### config.mk
export PLATFORM = sky130hd
export DESIGN_NAME = eeprom_i2c_reader
export DESIGN_NICKNAME = d
export VERILOG_FILES = /design/src/rtl/eeprom_i2c_reader.sv
export SDC_FILE = /design/constraint.sdc
export NUM_CORES = 1
export LEC_CHECK = 0
export BUFFER_PORTS_ARGS = -buffer_cell sky130_fd_sc_hd__buf_2
export CAP_MARGIN = 20
export CORE_MARGIN = 2
export CORE_UTILIZATION = 45
export DETAILED_ROUTE_END_ITERATION = 8
export MAX_ROUTING_LAYER = met4
export PLACE_DENSITY = 0.66
export SYNTH_ARGS = -nofsm -noshare
export SYNTH_HDL_FRONTEND = slang
export SYNTH_SLANG_ARGS = --single-unit
### constraint.sdc
create_clock -name clk -period 1.92 [get_ports clk]
set_input_delay 0.096 -clock clk [delete_from_list [all_inputs] [get_ports clk]]
set_output_delay 0.096 -clock clk [all_outputs]
set_load 0.005 [all_outputs]
### src/rtl/eeprom_i2c_reader.sv
module eeprom_i2c_reader #(
  parameter int          ADDR_W = 11,
  parameter logic [3:0]  DEV_ID = 4'b1010
) (
  input  logic              clk,
  input  logic              rst_n,
  input  logic              scl_in,
  input  logic              sda_in,
  output logic              sda_oe,
  output logic [ADDR_W-1:0] mem_addr,
  input  logic [7:0]        mem_rdata
);
  localparam int BLK_W = ADDR_W - 8;

  typedef enum logic [3:0] {
    S_IDLE   = 4'd0,
    S_DEV    = 4'd1,
    S_DEVCHK = 4'd2,
    S_ACKD   = 4'd3,
    S_WORD   = 4'd4,
    S_WORDCHK= 4'd5,
    S_ACKW   = 4'd6,
    S_TX     = 4'd7,
    S_MACK   = 4'd8,
    S_MACK2  = 4'd9
  } state_t;

  state_t            st;
  logic [2:0]        scl_p, sda_p;
  logic [2:0]        bitn;
  logic [7:0]        shreg;
  logic              rw, mack;
  logic [BLK_W-1:0]  blk;
  logic [ADDR_W-1:0] addr;

  wire scl_s    = scl_p[1];
  wire scl_d    = scl_p[2];
  wire sda_s    = sda_p[1];
  wire sda_d    = sda_p[2];
  wire scl_rise = scl_s & ~scl_d;
  wire scl_fall = ~scl_s & scl_d;
  wire start_c  = scl_s & scl_d & sda_d & ~sda_s;
  wire stop_c   = scl_s & scl_d & ~sda_d & sda_s;

  assign mem_addr = addr;

  always_ff @(posedge clk or negedge rst_n) begin
    if (!rst_n) begin
      scl_p <= 3'b111;
      sda_p <= 3'b111;
    end else begin
      scl_p <= {scl_p[1:0], scl_in};
      sda_p <= {sda_p[1:0], sda_in};
    end
  end

  always_ff @(posedge clk or negedge rst_n) begin
    if (!rst_n) begin
      st     <= S_IDLE;
      bitn   <= '0;
      shreg  <= '0;
      rw     <= 1'b0;
      mack   <= 1'b0;
      blk    <= '0;
      addr   <= '0;
      sda_oe <= 1'b0;
    end else if (start_c) begin
      st     <= S_DEV;
      bitn   <= '0;
      sda_oe <= 1'b0;
    end else if (stop_c) begin
      st     <= S_IDLE;
      sda_oe <= 1'b0;
    end else begin
      case (st)
        S_DEV, S_WORD: if (scl_rise) begin
          shreg <= {shreg[6:0], sda_s};
          bitn  <= bitn + 3'd1;
          if (bitn == 3'd7) st <= (st == S_DEV) ? S_DEVCHK : S_WORDCHK;
        end
        S_DEVCHK: if (scl_fall) begin
          if (shreg[7:4] == DEV_ID) begin
            sda_oe <= 1'b1;
            rw     <= shreg[0];
            if (!shreg[0]) blk <= shreg[BLK_W:1];
            st     <= S_ACKD;
          end else begin
            st <= S_IDLE;
          end
        end
        S_ACKD: if (scl_fall) begin
          bitn <= '0;
          if (rw) begin
            shreg  <= mem_rdata;
            sda_oe <= ~mem_rdata[7];
            st     <= S_TX;
          end else begin
            sda_oe <= 1'b0;
            st     <= S_WORD;
          end
        end
        S_WORDCHK: if (scl_fall) begin
          sda_oe <= 1'b1;
          addr   <= {blk, shreg};
          st     <= S_ACKW;
        end
        S_ACKW: if (scl_fall) begin
          sda_oe <= 1'b0;
          st     <= S_IDLE;
        end
        S_TX: if (scl_fall) begin
          if (bitn == 3'd7) begin
            sda_oe <= 1'b0;
            addr   <= addr + 1'b1;
            st     <= S_MACK;
          end else begin
            bitn   <= bitn + 3'd1;
            shreg  <= {shreg[6:0], 1'b0};
            sda_oe <= ~shreg[6];
          end
        end
        S_MACK: if (scl_rise) begin
          mack <= ~sda_s;
          st   <= S_MACK2;
        end
        S_MACK2: if (scl_fall) begin
          if (mack) begin
            shreg  <= mem_rdata;
            sda_oe <= ~mem_rdata[7];
            bitn   <= '0;
            st     <= S_TX;
          end else begin
            st <= S_IDLE;
          end
        end
        default: st <= S_IDLE;
      endcase
    end
  end
endmodule

==> flow_metrics.py, run 1 <==
metrics = {
    "synth": {
        "synth_enable_flop_cells": 0,
        "syn_area_um2": 2302,
        "post-synth-top-count-cell": "dfrtp_1",
        "synth_seq_area_share_pct": 41.63,
        "synth.area.top_cells": "dfrtp_1 (35%), dfstp_2 (6.8%), mux2_2 (5.4%), a21oi_1 (5.2%), mux2_4 (5.2%)",
        "synth-main-ff-cell": "dfrtp_1",
        "syn_nets": 250,
        "synth-async-reset-ratio_pct": 100.0,
        "syn_avg_cell_area_um2": 9.797,
        "netlist.area_leader.share_pct": 34.78,
        "synthTopCellsByCount": "dfrtp_1 (32), a21oi_1 (24), nand2_1 (18), nor2_1 (14)",
        "syn_inst": 235,
        "yosys_warnings": 0,
        "ys_ff_latch": 38,
        "ys_types": 56,
        "yosys.area.top_type": "dfrtp_1",
    },
    "clock_network": {
        "h-tree-depth": 2,
        "cts-root-buf": "clkbuf_8",
        "cts_buffers": 5,
        "clkSlewWorstSetupHoldPaths_ps": 70,
        "clock_latency_ps": 300,
        "cts.sinks": 38,
        "tritoncts": "built",
        "cts_buffer_depth": 2,
    },
    "critical_path": {
        "cp_data_arrival_time_ps": 2130,
        "reg2reg_slack_ps": -40,
        "crit_family": "flip-flops",
        "slowest_stage": "dfstp_2",
        "criticalPathCategory": "reg -> reg",
        "crit_fanout": 3,
        "critPathMaxStageDelay_ps": 550,
        "start_kind": "register",
        "worst-path-buf-inv": 2,
        "critPathCaptureType": "register",
        "crit_chain": "buf_6 -> or2b_1 -> maj3_2 -> o211ai_1 -> buf_4 -> a21o_1 -> a21oi_2",
        "required_ps": 2090,
    },
    "pwr": {
        "comb_power_share_pct": 15.7,
        "p_leak_nw": 1.323,
        "p_total_mw": 1.948,
        "p_sw_share_pct": 24.47,
        "p_int_mw": 1.471,
        "power.switching_mw": 0.4766,
        "vdd_ir_drop_max_mv": 0.5235,
        "p_seq_share_pct": 48.4,
        "power.density_nw_per_um2": 658.2,
        "p_clk_share_pct": 35.9,
    },
    "sta": {
        "finClkSkew_ps": 12.93,
        "setup_ws_ps": -42.42,
        "rsz0062_at_grt": "true",
        "tightestPinTransition_ps": 860.0,
        "timing.hold.ws_ps": 147.0,
        "hold_viol": 0,
        "min_period_ps": 1962,
        "final-setup-viol-count": 13,
        "slew_headroom_pct": 42.67,
        "min_period_over_period_pct": 102.2,
        "clock.fmax_mhz": 509.6,
        "drv_slew": 0,
    },
    "drt": {
        "drt_pass1_iterations": 4,
        "drt_wl_total_um": 5687,
        "drcViolationCount": 0,
        "vias": 2043,
        "drt-initial-drc-count": 178,
        "ant_nets": 0,
        "wire_per_inst_um": 15.62,
        "vias_per_cell": 5.613,
    },
    "global_route": {
        "grt_max_degree": 39,
        "grt_pass1_vias": 1938,
        "overflow": 0,
        "grt.total_usage_pct": 22.78,
        "antenna_found_initial": 0,
        "grt_pass1_wl_um": 9404,
    },
    "floorplanning": {
        "io_pins": 24,
        "die-area_um2": 5704,
        "rows": 26,
        "core_area_um2": 5010,
        "die-width_um": 75.53,
        "initial_utilization_pct": 45.95,
        "die-height_um": 75.53,
    },
    "min_path": {
        "min_path_type": "in -> reg",
    },
    "run": {
        "cap_viol_max_count": 0,
    },
    "outcome": {
        "run_status": "finished with violations",
        "violations": "setup timing",
    },
    "cells_and_area": {
        "antennaDiodeCount": 0,
        "fin_nets": 309,
        "areaGrowthSynthToFinish_pct": 28.53,
        "fin_util_pct": 59.07,
        "drive_gt1_share_pct": 39.12,
    },
    "placement": {
        "gp_congestion": 0.9446,
        "hpwl_um": 4117,
        "portBuffers": 23,
    },
}
[sequential cells by signal (all words and copies together) (netlist names)]
signal,cells
bitn,3
blk,3
mack,1
mem_addr,11
rw,1
scl_p,3
sda_oe,1
sda_p,3
shreg,8
st,4
[cell families (layout without fill, tap and decap cells)]
| kind of cell | count (synthesis) | count (layout) | share of synthesized area, % |
|---|---|---|---|
| flip-flops | 38 | 38 | 41.63 |
| adder cells (fa/ha/maj) | 4 | 4 | 2.065 |
| multiplexers | 24 | 24 | 12.77 |
| AO/OA/AOI/OAI | 65 | 65 | 19.13 |
| buffers and inverters | 18 | 77 | 3.261 |
| XOR/XNOR | 3 | 3 | 1.142 |
| AND/OR/NAND/NOR | 83 | 83 | 20.00 |
[power groups by stage]
stage | clock (mW) | sequential (mW) | combinational (mW)
final | 0.699 | 0.942 | 0.306
after global routing | 0.747 | 0.952 | 0.338
after floorplan | 0 | 0.929 | 0.183
after detailed placement | 0 | 0.955 | 0.282
after global placement | 0 | 0.951 | 0.269
after CTS | 0.715 | 0.939 | 0.303
[metrics by stage]
step	worst slack, ps	std cells	setup TNS [ps]	area, µm²
global placement	2.183	352	0	2743
detailed placement	-65.54	352	-238.9	2743
floorplan	-45.22	235	-361.7	2310
global route	-97.85	364	-1115	2959
CTS	-76.64	363	-806.5	2920
finish	-42.42	364	-213.1	2959
[layer usage]
layer	vias to the layer above	routed length, µm	global-route usage, %
li1	984	-	-
met1	996	2615	31.32
met2	55	2760	33.62
met3	8	231	4.233
met4	0	80	8.382
met5	-	0	-
[tightest hold or removal path: cells and delay by family]
family	cells	cell delay (ps)
AO/OA/AOI/OAI	1	60
buffers and inverters	1	80
multiplexers	1	140
AND/OR/NAND/NOR	1	30
[path summary, 6_finish.rpt]
kind,from,end,depth (start not counted)
setup / recovery,scl_p[1],st[3],7
hold / removal,mem_rdata[0],shreg[0],4
setup reg to reg,scl_p[1],st[3],7
hold reg to reg,scl_p[0],scl_p[1],0
max in group asynchronous,rst_n,st[0],2
min in group asynchronous,rst_n,mem_addr[7],2
[cells in the final DEF, fill, tap and decap left out, types with 2 or more instances in the layout]
master / instances
or3b_4: 2
mux2_4: 8
nand2b_1: 2
o21ai_0: 13
or3b_1: 2
nand3_1: 12
nand3b_1: 3
buf_6: 2
nand2_1: 18
a31oi_1: 4
o21a_1: 2
dfrtp_1: 30
nor3b_1: 3
a21oi_4: 2
and3_1: 4
a21oi_1: 19
buf_2: 23
o22ai_1: 3
dfrtp_2: 2
inv_1: 6
a21o_1: 2
nor2b_1: 4
nor3_1: 4
o2bb2ai_1: 2
dlygate4sd3_1: 3
nand4_1: 2
o211ai_1: 2
buf_4: 35
mux2_2: 11
xnor2_1: 2
dfstp_2: 6
clkbuf_8: 6
a21oi_2: 5
o21ai_1: 2
nor2_1: 13
ha_1: 2
mux2i_1: 5
[timing repair]
action | in CTS | in global routing
buffers inserted | 1 | 1
endpoints found under the hold margin | 34 | 0
hold buffers | 3 | 0
setup endpoints to repair | 13 | 18
pin swaps | 5 | 4
resized for setup | 8 | 8
[cell type report]
| cell class | count | area (µm²) |
|---|---|---|
| well taps | 70 | 87.58 |
| clock inverters | 1 | 30.03 |
| fillers | 445 | 2051 |
| repair buffers | 64 | 450.4 |
| clock buffers | 6 | 82.58 |
| inverters | 6 | 22.52 |
| flip-flops and latches | 38 | 960.9 |
| multi-input cells | 179 | 1325 |
(Power assumes the default switching activity.)
==> run 2: changes to the inputs <==
--- a/config.mk
+++ b/config.mk
@@ -12,6 +12,7 @@
 export DETAILED_ROUTE_END_ITERATION = 8
 export MAX_ROUTING_LAYER = met4
 export PLACE_DENSITY = 0.66
+export SETUP_SLACK_MARGIN = 0.5
 export SYNTH_ARGS = -nofsm -noshare
 export SYNTH_HDL_FRONTEND = slang
 export SYNTH_SLANG_ARGS = --single-unit
==> run 2 against run 1 <==
  * The flow now finishes without violations
  * Clock power shrank 16%
  * Non-clock buffer count grew 11
  * Largest cell class unchanged
  * Worst hold slack lost 8.9 ps
  * Critical endpoint is now bitn[1]
==> flow_metrics.py, run 2 (synthesis results as in run 1) <==
metrics = {
    "outcome": {
        "run_status": "finished clean",
    },
    "placement": {
        "placed_area_um2": 2800,
        "post-place-ws_ps": -47.75,
        "dp.cells": 348,
        "portBuffers": 23,
        "hpwl_um": 3946,
        "gp_congestion": 0.9075,
    },
    "sta": {
        "slew_headroom_pct": 43.58,
        "setup_ws_ps": 10.59,
        "finClkSkew_ps": 5.606,
        "clock.fmax_mhz": 523.7,
        "rsz0062_at_grt": "true",
        "final-setup-viol-count": 0,
        "min_period_ps": 1909,
        "tightestPinTransition_ps": 846.3,
        "min_period_over_period_pct": 99.45,
        "hold_viol": 0,
        "drv_slew": 0,
        "setup_tns_ps": 0,
    },
    "cells_and_area": {
        "layout_commonest_cell": "buf_4",
        "largest_register_ffs": 11,
        "fin_util_pct": 65.16,
        "final_cell_mix": "buf_4 (31), dfrtp_1 (29), buf_2 (23)",
        "antennaDiodeCount": 0,
        "stdcell_count": 376,
        "areaGrowthSynthToFinish_pct": 41.79,
        "drive_gt1_share_pct": 48.37,
        "n_fill_cell": 403,
        "fin_nets": 320,
        "fin_area_um2": 3264,
    },
    "pwr": {
        "vdd_ir_drop_max_mv": 0.4602,
        "p_leak_nw": 1.420,
        "power.density_nw_per_um2": 575.6,
    },
    "clock_network": {
        "h-tree-depth": 2,
        "clkSlewWorstSetupHoldPaths_ps": 80,
        "cts.sinks": 38,
        "cts_buffer_depth": 2,
        "cts_buffers": 5,
        "tritoncts": "built",
        "clock_latency_ps": 290,
        "cts-root-buf": "clkbuf_8",
    },
    "drt": {
        "drt_wl_total_um": 5915,
        "ant_nets": 0,
        "wire_per_inst_um": 15.73,
        "vias": 2061,
        "drt-initial-drc-count": 179,
        "drcViolationCount": 0,
        "drt_pass1_iterations": 4,
        "vias_per_cell": 5.481,
    },
    "critical_path": {
        "required_ps": 2150,
        "start_kind": "register",
        "criticalPathCategory": "reg -> reg",
        "critPathCaptureType": "register",
        "cp_data_arrival_time_ps": 2140,
        "crit_fanout": 6,
    },
    "floorplanning": {
        "die-area_um2": 5704,
        "rows": 26,
        "initial_utilization_pct": 45.95,
        "core_area_um2": 5010,
        "die-height_um": 75.53,
        "die-width_um": 75.53,
        "io_pins": 24,
    },
    "global_route": {
        "grt_max_degree": 39,
        "grt_pass1_vias": 1829,
        "overflow": 0,
        "grt_pass1_wl_um": 9204,
        "grt.total_usage_pct": 22.30,
        "antenna_found_initial": 0,
    },
    "run": {
        "cap_viol_max_count": 0,
    },
    "min_path": {
        "min_path_type": "in -> reg",
    },
}
run 2: layer usage:
metal	wire length [µm]	part of all wire [%]	GRT usage (%)	vias up
met5	0	0	-	-
met4	65	1.1	6.043	0
met3	232	3.9	3.968	7
met2	2815	48	31.88	62
met1	2802	47	32.61	983
li1	-	-	-	1009
run 2: final cells by class:
| cell class | instances | area [µm²] | area share (%) |
|---|---|---|---|
| Tap cell | 70 | 87.58 | 2.683 |
| Clock inverter | 2 | 12.51 | 0.3833 |
| Clock buffer | 6 | 82.58 | 2.530 |
| Sequential cell | 38 | 962.2 | 29.47 |
| Inverter | 6 | 22.52 | 0.6899 |
| Timing Repair Buffer | 75 | 619.3 | 18.97 |
| Multi-Input combinational cell | 179 | 1478 | 45.27 |
run 2: timing repair:
item / CTS / global route
cloned: 1 / 1
pin swaps: 15 / 9
endpoints found under the setup margin: 32 / 32
endpoints found under the hold margin: 34 / 0
setup buffers: 10 / 5
resized for setup: 21 / 28
hold buffers: 3 / 0
run 2: metrics by stage:
stage | hold slack (ps) | total power, mW
floorplan | -199.6 | 1.127
global placement | 201.3 | 1.229
detailed placement | 202.9 | 1.235
CTS | 131.7 | 1.859
global route | 151.8 | 1.968
finish | 138.1 | 1.879
run 2: critical path: stages (launching register included):
cell and delay (ps):
dfstp_2 540, or3b_4 380, a31oi_4 160, o32ai_4 110, buf_6 150, or3b_1 370
a21oi_2 140
run 2: power by group:
part           total, mW  internal, mW  leakage, nW  switching [mW]
registers          0.949         0.870        0.497          0.0787
logic              0.342         0.213        0.875           0.129
clock network      0.588         0.289       0.0472           0.299
total               1.88          1.37         1.42           0.507
run 2: path summary, 6_finish.rpt:
path / from / endpoint / slack (ps) / cells after the start
setup / recovery: scl_p[1] / bitn[1] / 10 / 6
hold / removal: mem_rdata[0] / shreg[0] / 140 / 4
setup reg to reg: scl_p[1] / bitn[1] / 10 / 6
hold reg to reg: sda_p[0] / sda_p[1] / 360 / 0
max in group asynchronous: rst_n / st[2] / 890 / 2
min in group asynchronous: rst_n / st[0] / 460 / 2
==> run 3: changes to the inputs <==
--- a/config.mk
+++ b/config.mk
@@ -11,7 +11,6 @@
 export CORE_UTILIZATION = 45
 export DETAILED_ROUTE_END_ITERATION = 8
 export MAX_ROUTING_LAYER = met4
-export PLACE_DENSITY = 0.66
 export SETUP_SLACK_MARGIN = 0.5
 export SYNTH_ARGS = -nofsm -noshare
 export SYNTH_HDL_FRONTEND = slang
==> constraint.sdc (replaced) <==
create_clock -name clk -period 2.1 [get_ports clk]
set_input_delay 0.105 -clock clk [delete_from_list [all_inputs] [get_ports clk]]
set_output_delay 0.105 -clock clk [all_outputs]
set_load 0.005 [all_outputs]
==> run 3 against run 2 <==
  * Combinational power decreased by 9.6%
  * Via count about the same
  * Highest routed layer unchanged
  * Utilization down 2.0 points
  * Sequential power down 7.9%
==> flow_metrics.py, run 3 (synthesis results as in run 1) <==
metrics = {
    "outcome": {
        "run_status": "finished clean",
    },
    "pwr": {
        "power.density_nw_per_um2": 545.7,
        "p_clk_share_pct": 31.5,
        "comb_power_share_pct": 17.9,
        "p_total_mw": 1.727,
        "p_seq_share_pct": 50.6,
        "p_sw_share_pct": 27.16,
        "power.switching_mw": 0.4690,
        "vdd_ir_drop_max_mv": 0.5170,
        "p_int_mw": 1.258,
        "p_leak_nw": 1.372,
    },
    "sta": {
        "slew_headroom_pct": 43.19,
        "clock.fmax_mhz": 514.7,
        "finClkSkew_ps": 7.998,
        "drv_slew": 0,
        "rsz0062_at_grt": "true",
        "min_period_ps": 1943,
        "final-setup-viol-count": 0,
        "min_period_over_period_pct": 92.51,
        "hold_viol": 0,
        "setup_tns_ps": 0,
        "tightestPinTransition_ps": 852.2,
    },
    "critical_path": {
        "required_ps": 2310,
        "criticalPathCategory": "reg -> reg",
        "start_kind": "register",
        "crit_fanout": 6,
        "reg2reg_slack_ps": 160,
        "cp_data_arrival_time_ps": 2150,
        "critPathCaptureType": "register",
    },
    "floorplanning": {
        "core_area_um2": 5010,
        "io_pins": 24,
        "die-area_um2": 5704,
        "die-width_um": 75.53,
        "rows": 26,
        "die-height_um": 75.53,
        "initial_utilization_pct": 45.95,
    },
    "global_route": {
        "grt_pass1_vias": 1731,
        "antenna_found_initial": 0,
        "grt_pass1_wl_um": 9211,
        "grt_max_degree": 39,
        "grt.total_usage_pct": 22.56,
        "overflow": 0,
    },
    "clock_network": {
        "clkSlewWorstSetupHoldPaths_ps": 80,
        "cts_buffers": 5,
        "cts.sinks": 38,
        "h-tree-depth": 2,
        "clock_latency_ps": 300,
        "tritoncts": "built",
        "cts-root-buf": "clkbuf_8",
        "cts_buffer_depth": 2,
    },
    "cells_and_area": {
        "areaGrowthSynthToFinish_pct": 37.45,
        "multiInputGateArea_um2": 1496,
        "final_cell_mix": "buf_4 (31), dfrtp_1 (28), buf_2 (23)",
        "antennaDiodeCount": 0,
        "fin_nets": 313,
        "regArea_um2": 963.4,
        "largest_register_ffs": 11,
        "fin_util_pct": 63.16,
        "n_fill_cell": 435,
        "layout_commonest_cell": "buf_4",
        "drive_gt1_share_pct": 47.16,
    },
    "drt": {
        "drt_wl_total_um": 6090,
        "wl_met2_um": 2732,
        "wire_per_inst_um": 16.50,
        "drcViolationCount": 0,
        "vias": 2059,
        "highest_layer": "met4",
        "drt-initial-drc-count": 141,
        "wl_met3_um": 258,
        "wl_met1_um": 3015,
        "drt_pass1_iterations": 5,
        "vias_per_cell": 5.580,
        "ant_nets": 0,
    },
    "placement": {
        "gp_congestion": 0.9100,
        "portBuffers": 23,
        "hpwl_um": 3805,
    },
    "min_path": {
        "min_path_type": "in -> reg",
    },
    "run": {
        "cap_viol_max_count": 0,
    },
}
==> run 3: cell types whose count changed in the layout (fill, tap and decap cells not counted), moves of 2 or more <==
cell / before / now
nor2_2: 3 / 1
a21oi_4: 4 / 2
nor2_1: 9 / 11
mux2_2: 7 / 2
nand3_1: 11 / 13
buf_6: 13 / 8
mux2_4: 12 / 17
buf_8: 2 / 0
nand3_2: 2 / 0
==> run 3: critical path, cell delays in order (launching register included) <==
cell	delay [ps]
dfrtp_2	450
buf_6	150
buf_6	110
or2_1	220
maj3_2	300
o211ai_1	180
buf_4	170
a21oi_4	80
mux2i_1	190
==> run 3: area by class of cell <==
type	instances	area share (%)
flip-flops and latches	38	30.45
clock buffers	6	2.610
multi-input cells	180	47.29
well taps	70	2.768
repair buffers	67	15.78
clock inverters	2	0.3954
inverters	6	0.7117
==> run 3: path summary, 6_finish.rpt <==
| check | start | to | depth (start not counted) |
|---|---|---|---|
| min in group asynchronous | rst_n | st[0] | 2 |
| max in group asynchronous | rst_n | shreg[6] | 2 |
| hold reg to reg | sda_p[0] | sda_p[1] | 0 |
| setup reg to reg | st[3] | st[2] | 8 |
| setup / recovery | st[3] | st[2] | 8 |
| hold / removal | mem_rdata[0] | shreg[0] | 4 |
==> run 3: power by group through the flow <==
stage	logic [mW]	clock network, mW	registers, mW
after floorplan	0.169	0	0.850
after global routing	0.338	0.583	0.882
final	0.309	0.543	0.874
after global placement	0.236	0	0.875
after detailed placement	0.238	0	0.878
after CTS	0.266	0.559	0.867
==> run 3: stage by stage <==
stage                     hold WS (ps)  std cells  instance area [µm²]  setup slack, ps
final                            152.3        369                 3164            157.2
after global routing             155.9        369                 3164            76.28
after CTS                        137.9        350                 2865            179.1
after detailed placement         211.5        333                 2611            84.25
after global placement           209.4        333                 2611            139.8
after floorplan                 -190.6        235                 2322            135.9
==> run 3: repair_timing <==
item,4_1_cts,5_1_grt
gates resized for setup,19,43
hold buffers,3,0
hold endpoints to repair,34,0
setup buffers,4,17
pin swaps,7,10
setup endpoints to repair,29,31
gates cloned,2,2
==> run 3: metal layers <==
metal | GRT usage [%] | vias to the layer above
met5 | - | -
met4 | 6.238 | 0
met3 | 4.365 | 7
met2 | 30.92 | 42
met1 | 33.83 | 1017
li1 | - | 993
